--- config.mk ---
export PLATFORM = sky130hd
export DESIGN_NAME = smc_timing
export DESIGN_NICKNAME = d
export VERILOG_FILES = /design/src/rtl/smc_timing.sv
export SDC_FILE = /design/constraint.sdc
export NUM_CORES = 1
export LEC_CHECK = 0
export ABC_CLOCK_PERIOD_IN_PS = 5700
export BUFFER_PORTS_ARGS = -buffer_cell sky130_fd_sc_hd__buf_4
export CAP_MARGIN = 20
export CORE_ASPECT_RATIO = 0.9
export CORE_UTILIZATION = 45
export DETAILED_ROUTE_END_ITERATION = 10
export PLACE_DENSITY = 0.78
export SYNTH_ARGS = -nofsm -noshare
export SYNTH_HDL_FRONTEND = slang
export SYNTH_SLANG_ARGS = --single-unit
--- constraint.sdc ---
create_clock -name clk -period 5.7 [get_ports clk]
set_clock_uncertainty 0.2 [all_clocks]
set_input_delay 1.14 -clock clk [delete_from_list [all_inputs] [get_ports clk]]
set_output_delay 1.14 -clock clk [all_outputs]
set_load 0.02 [all_outputs]
--- src/rtl/smc_timing.sv ---
module smc_timing #(
  parameter int NCS = 2,
  parameter int AW = 20,
  localparam int SW = (NCS > 1) ? $clog2(NCS) : 1
) (
  input  logic            clk,
  input  logic            rst_n,
  input  logic            en,
  input  logic            req_valid,
  input  logic            req_write,
  input  logic [SW-1:0]   req_cs,
  input  logic [AW-1:0]   req_addr,
  input  logic [31:0]     req_wdata,
  input  logic [3:0]      req_be,
  output logic            req_ready,
  output logic            rsp_valid,
  output logic            rsp_err,
  output logic [31:0]     rsp_rdata,
  output logic            busy,
  input  logic [NCS*4-1:0] cfg_we_dly,
  input  logic [NCS*4-1:0] cfg_oe_dly,
  input  logic [NCS*5-1:0] cfg_rd_wait,
  input  logic [NCS*5-1:0] cfg_pg_wait,
  input  logic [NCS*5-1:0] cfg_wr_wait,
  input  logic [NCS*4-1:0] cfg_turn,
  input  logic [NCS-1:0]   cfg_cs_pol,
  input  logic [NCS-1:0]   cfg_bl_pol,
  input  logic [NCS*2-1:0] cfg_width,
  input  logic [NCS-1:0]   cfg_page_en,
  input  logic [NCS-1:0]   cfg_xwait_en,
  input  logic [9:0]       cfg_xwait_to,
  output logic [NCS-1:0]   mem_cs,
  output logic            mem_oe_n,
  output logic            mem_we_n,
  output logic [3:0]      mem_bls,
  output logic [AW-1:0]   mem_addr,
  output logic [31:0]     mem_dout,
  output logic            mem_dout_en,
  input  logic [31:0]     mem_din,
  input  logic            mem_wait
);

  typedef enum logic [1:0] {S_IDLE, S_TURN, S_SETUP, S_ACC} st_t;

  st_t st;
  logic [5:0]    cnt;
  logic [14:0]   xcnt;
  logic          wr, pv, pwr;
  logic [SW-1:0] sel, psel;
  logic [AW-1:0] addr;
  logic [AW-5:0] ppage;
  logic [31:0]   wdata;
  logic [3:0]    be;

  wire idle = (st == S_IDLE);
  wire           c_wr   = idle ? req_write : wr;
  wire [SW-1:0]  c_sel  = idle ? req_cs : sel;
  wire [AW-5:0]  c_page = idle ? req_addr[AW-1:4] : addr[AW-1:4];

  wire hit = pv && !pwr && !c_wr && (psel == c_sel) && (ppage == c_page) && cfg_page_en[c_sel];
  wire need_turn = pv && ((pwr != c_wr) || (psel != c_sel));

  wire [5:0] setup_len = c_wr ? 6'(cfg_we_dly[int'(c_sel)*4 +: 4]) + 6'd1
                       : hit  ? 6'd0 : 6'(cfg_oe_dly[int'(c_sel)*4 +: 4]);
  wire [5:0] acc_len = c_wr ? 6'(cfg_wr_wait[int'(c_sel)*5 +: 5]) + 6'd2
                     : hit  ? 6'(cfg_pg_wait[int'(c_sel)*5 +: 5]) + 6'd1
                            : 6'(cfg_rd_wait[int'(c_sel)*5 +: 5]) + 6'd1;
  wire turn_last  = (cnt == 6'(cfg_turn[int'(c_sel)*4 +: 4]));
  wire setup_last = (cnt == setup_len - 6'd1);
  wire acc_done   = (cnt == acc_len - 6'd1);
  wire [10:0] to_p1 = {1'b0, cfg_xwait_to} + 11'd1;
  wire [14:0] xlim  = {to_p1, 4'b0000};
  wire xw = cfg_xwait_en[sel] && mem_wait;
  wire [1:0] wd = cfg_width[int'(sel)*2 +: 2];
  wire [3:0] wmask = (wd == 2'd0) ? 4'b0001 : (wd == 2'd1) ? 4'b0011 : 4'b1111;
  wire [3:0] lanes = (st == S_ACC) ? (be & wmask) : 4'b0000;
  wire st_after_turn = (setup_len != 6'd0);

  always_ff @(posedge clk or negedge rst_n) begin
    if (!rst_n) begin
      st <= S_IDLE; cnt <= '0; xcnt <= '0;
      wr <= 1'b0; sel <= '0; addr <= '0; wdata <= '0; be <= '0;
      pv <= 1'b0; pwr <= 1'b0; psel <= '0; ppage <= '0;
      rsp_valid <= 1'b0; rsp_err <= 1'b0; rsp_rdata <= '0;
    end else begin
      rsp_valid <= 1'b0;
      case (st)
        S_IDLE: if (en && req_valid) begin
          wr <= req_write; sel <= req_cs; addr <= req_addr;
          wdata <= req_wdata; be <= req_be;
          cnt <= '0; xcnt <= '0;
          st <= need_turn ? S_TURN : (st_after_turn ? S_SETUP : S_ACC);
        end
        S_TURN: if (turn_last) begin
          cnt <= '0;
          st <= st_after_turn ? S_SETUP : S_ACC;
        end else cnt <= cnt + 6'd1;
        S_SETUP: if (setup_last) begin
          cnt <= '0;
          st <= S_ACC;
        end else cnt <= cnt + 6'd1;
        default: if (!acc_done) cnt <= cnt + 6'd1;
        else if (xw && (xcnt != xlim)) xcnt <= xcnt + 15'd1;
        else begin
          st <= S_IDLE;
          rsp_valid <= 1'b1;
          rsp_err <= xw;
          if (!wr) rsp_rdata <= mem_din;
          pv <= 1'b1; pwr <= wr; psel <= sel; ppage <= addr[AW-1:4];
        end
      endcase
    end
  end

  for (genvar i = 0; i < NCS; i++) begin : g_cs
    assign mem_cs[i] = ((st == S_SETUP || st == S_ACC) && sel == SW'(i)) ? cfg_cs_pol[i] : ~cfg_cs_pol[i];
  end

  assign req_ready   = en && idle;
  assign busy        = !idle;
  assign mem_oe_n    = !(st == S_ACC && !wr);
  assign mem_we_n    = !(st == S_ACC && wr);
  assign mem_dout_en = (st == S_ACC) && wr;
  assign mem_bls     = (wr || cfg_bl_pol[sel]) ? ~lanes : lanes;
  assign mem_addr    = addr;
  assign mem_dout    = wdata;

  wire [NCS-1:0] cs_on = ~(mem_cs ^ cfg_cs_pol);

  assert_strobe_excl_R3: assert property (@(posedge clk) disable iff (!rst_n)
    !(!mem_oe_n && !mem_we_n));
  assert_cs_single_R7: assert property (@(posedge clk) disable iff (!rst_n)
    $countones(cs_on) <= 1);
  assert_hold_when_off_R2: assert property (@(posedge clk) disable iff (!rst_n)
    (!en && !busy) |=> !busy);
  assert_accept_busy_R12: assert property (@(posedge clk) disable iff (!rst_n)
    (req_valid && req_ready) |=> busy);
  assert_rsp_pulse_R11: assert property (@(posedge clk) disable iff (!rst_n)
    rsp_valid |=> !rsp_valid);
  assert_err_needs_wait_R10: assert property (@(posedge clk) disable iff (!rst_n)
    (rsp_valid && rsp_err) |-> cfg_xwait_en[sel]);
  assert_addr_hold_R12: assert property (@(posedge clk) disable iff (!rst_n)
    (busy && $past(busy)) |-> ($stable(mem_addr) && $stable(mem_dout)));

endmodule

==> impl_metrics.csv <==
group,metric,value,unit
global_route,antenna_found_initial,0,
cts,cts_sinks,134,
placed_design,port_buffers,267,
yosys,netlist.area_leader.share,0.4238,
final_layout,drive_gt1_frac,0.4089,
yosys,synthesis.area,0.007911,mm²
final_layout,multi_input_area,0.004350,mm²
global_route,grt_max_degree,95,
global_route,grt_pass1_vias,7086,
sta,slew_violations,0,
yosys,syn_nets,939,
floorplan,start_util,0.4637,
drt,dr.pass1.iters,4,
setup_path,cp-endpoint,"rsp_rdata[5]",
drt,vias,6947,
sta,worstMarginPinSlew,0.9225,ns
global_route,overflow,0,
final_layout,n_fill_cell,1414,
final_layout,final_nets,1209,
final_layout,layoutNonFillerInstCount,1272,
yosys,yosysWarnings,0,
cts,clkSlewWorstSetupHoldPaths,0.06,ns
placed_design,hpwl,17.05,mm
sta,maxSlewHeadroom,0.3813,
final_layout,final_common_cell,"buf_4",
sta,finalCritPeriodShare,0.9307,
yosys,synth-seq-cells,134,
cts,clock_tree.root_cell,"clkbuf_16",
cts,numCtsBuffers,17,
yosys,yosys.area.top_type,"dfrtp_1",
setup_path,worst_ep_required_time,5.80,ns
setup_path,startpoint,"st[0]",
cts,cts_max_path_buffers,2,
setup_path,r2r_cells,21,
placed_design,dpl.cell_count,1237,
sta,min_period,5.305,ns
final_layout,regArea,0.003353,mm²
run,maxCapViolCount,0,
power,powerDensity,554.3,mW/mm²
drt,wl_per_cell,18.02,µm
sta,fmax,0.1885,GHz
setup_path,r2r_slack,0.39,ns
sta,setup-tns-final,0,ns
drt,ant_nets,0,
floorplan,die_x,141.8,µm
power,leakage,5.147,nW
yosys,synthesis.instances,754,
yosys,async_flop_share,1.000,
drt,wirelength,22.92,mm
setup_path,cp.arrival,5.40,ns
yosys,seq_area_frac_synth,0.4238,
sta,finalHoldViolCount,0,
floorplan,dieArea,0.01812,mm²
yosys,synthFlopType,"dfrtp_1",
sta,rsz0062_at_grt,"false",
global_route,grt_usage,0.2553,
setup_path,start_kind,"register",
cts,postCtsHoldBufs,0,
cts,htree_levels,4,
floorplan,rows,45,
placed_design,routabilityCongestion,0.8840,
final_layout,n_antenna_cell,0,
hold_path,worst_hold_path_type,"reg2reg",
cts,clk_latency,0.41,ns
global_route,grt_pass1_wl,35.92,mm
setup_path,reg2reg_to,"rsp_rdata[5]",
setup_path,critPathKind,"reg2reg",
final_layout,area_growth_syn_to_layout,37.47,%
floorplan,core-area,0.01706,mm²
power,p_total,6.028,mW
final_layout,post-route-util,0.6375,
floorplan,pin_count,268,
drt,drc,0,
yosys,synth.avg_cell_area,10.49,µm²
drt,drt_iter0_markers,378,
yosys,synth_area_leaders,"dfrtp_1 42%, mux2_2 11%, mux2i_1 4.7%",
yosys,ys_types,68,
power,irDropWorstVdd,0.3802,mV
floorplan,die_y,127.8,µm
setup_path,r2r_start,"st[0]",
cts,cts_tree,"done",
yosys,synth_edf_count,0,
final_layout,final_cell_mix,"283 x buf_4, 134 x dfrtp_1, 80 x mux2_2",
drt,vias_per_cell,5.461,
setup_path,worstPathMaxFanout,20,
status,outcome,"complete, no violations",
sta,setup_viol,0,
setup_path,cp-end-kind,"register",
-- worst max-delay path: stages, from the launching register on --
cell,delay (ns)
dfrtp_1,0.42
inv_1,0.10
ha_1,0.23
buf_12,0.22
mux2i_2,0.27
xnor2_1,0.13
nor4_2,0.31
nand3_1,0.21
nor2_1,0.20
mux2_2,0.35
nor2_1,0.08
a21oi_1,0.05
ha_1,0.33
a2111oi_2,0.35
o31a_1,0.24
nand3b_1,0.14
o211ai_2,0.22
a31oi_4,0.16
nor4_4,0.23
buf_4,0.18
clkbuf_16,0.19
mux2_1,0.34
-- Yosys cell counts (3+ instances only) --
cell,number
nor2b_1,5
a31oi_1,5
nand2_1,69
o21ai_0,15
buf_2,10
o21a_1,3
nand2b_1,5
nor2_1,26
nand4_1,15
a21oi_1,21
or4_1,10
nor3_1,22
o211ai_1,8
mux2_2,80
nor4_1,11
mux2_1,32
clkbuf_1,12
inv_1,21
a22o_1,3
mux2i_1,37
buf_1,9
xor2_1,14
o31a_1,3
o221a_2,3
or3_1,3
and3_1,10
ha_1,14
and2_1,5
xnor2_1,41
a211oi_1,8
a21o_1,4
o31ai_1,10
nand3_1,34
buf_4,6
nand3b_1,3
dfrtp_1,134
o32ai_1,4
or2_2,4
-- sequential cells by signal (all words and copies together), names as in the netlist --
name,cells
sel,1
xcnt,15
pv,1
ppage,16
rsp_rdata,32
st,2
rsp_valid,1
mem_addr,20
cnt,6
mem_dout,32
be,4
wr,1
rsp_err,1
pwr,1
psel,1
-- final cells by class --
class	count	area share
clock buffers	19	0.04073
multi-input cells	561	0.4000
clock inverters	13	0.01139
well taps	235	0.02704
inverters	21	0.007248
repair buffers	289	0.2052
flip-flops and latches	134	0.3083
-- worst min-delay path by stage --
stage	startpoint	cells after the start	slack (ns)	end
floorplan	pv	1	0.26	pv
CTS	rsp_rdata[13]	1	0.29	rsp_rdata[13]
global placement	rsp_rdata[26]	1	0.27	rsp_rdata[26]
global route	rsp_rdata[27]	1	0.30	rsp_rdata[27]
detailed placement	rsp_rdata[11]	1	0.28	rsp_rdata[11]
finish	rsp_rdata[13]	1	0.29	rsp_rdata[13]
-- cells by family (layout without fill, tap and decap cells) --
| group | after synthesis | after routing | share of synthesized area |
|---|---|---|---|
| XOR/XNOR | 56 | 56 | 0.06374 |
| AO/OA/AOI/OAI | 112 | 112 | 0.1014 |
| AND/OR/NAND/NOR | 230 | 230 | 0.1493 |
| flip-flops | 134 | 134 | 0.4238 |
| multiplexers | 149 | 149 | 0.2062 |
| adder cells (fa/ha/maj) | 14 | 14 | 0.02214 |
| buffers and inverters | 59 | 342 | 0.03337 |
-- metal layers --
metal,vias up,routed length (µm),global-route usage
met3,17,1798,0.08442
met4,0,174,0.05693
met5,-,0,0
li1,3292,-,-
met1,3382,9138,0.2956
met2,256,11810,0.4570
-- report_power, final --
part | total, mW | internal, mW | leakage [nW] | switching (mW)
Sequential | 1.58 | 1.30 | 1.73 | 0.280
Combinational | 3.40 | 1.50 | 3.14 | 1.90
Clock | 1.05 | 0.617 | 0.276 | 0.430
-- timing repair --
item / 4_1_cts / 5_1_grt
buffers inserted: 0 / 2
gates resized for setup: 0 / 8
setup endpoints to repair: 0 / 70
-- stage by stage --
step / hold WS, ns / instance area (µm²) / worst slack [ns]
3_5_place_dp: 0.2759 / 10230 / 0.1028
4_1_cts: 0.2935 / 10800 / 0.2428
3_3_place_gp: 0.2715 / 10230 / 0.1983
6_report: 0.2894 / 10880 / 0.3947
5_1_grt: 0.3036 / 10880 / 0.03401
2_1_floorplan: 0.2561 / 7911 / 0.4334
No activity file was read; power rests on OpenSTA's default activity.
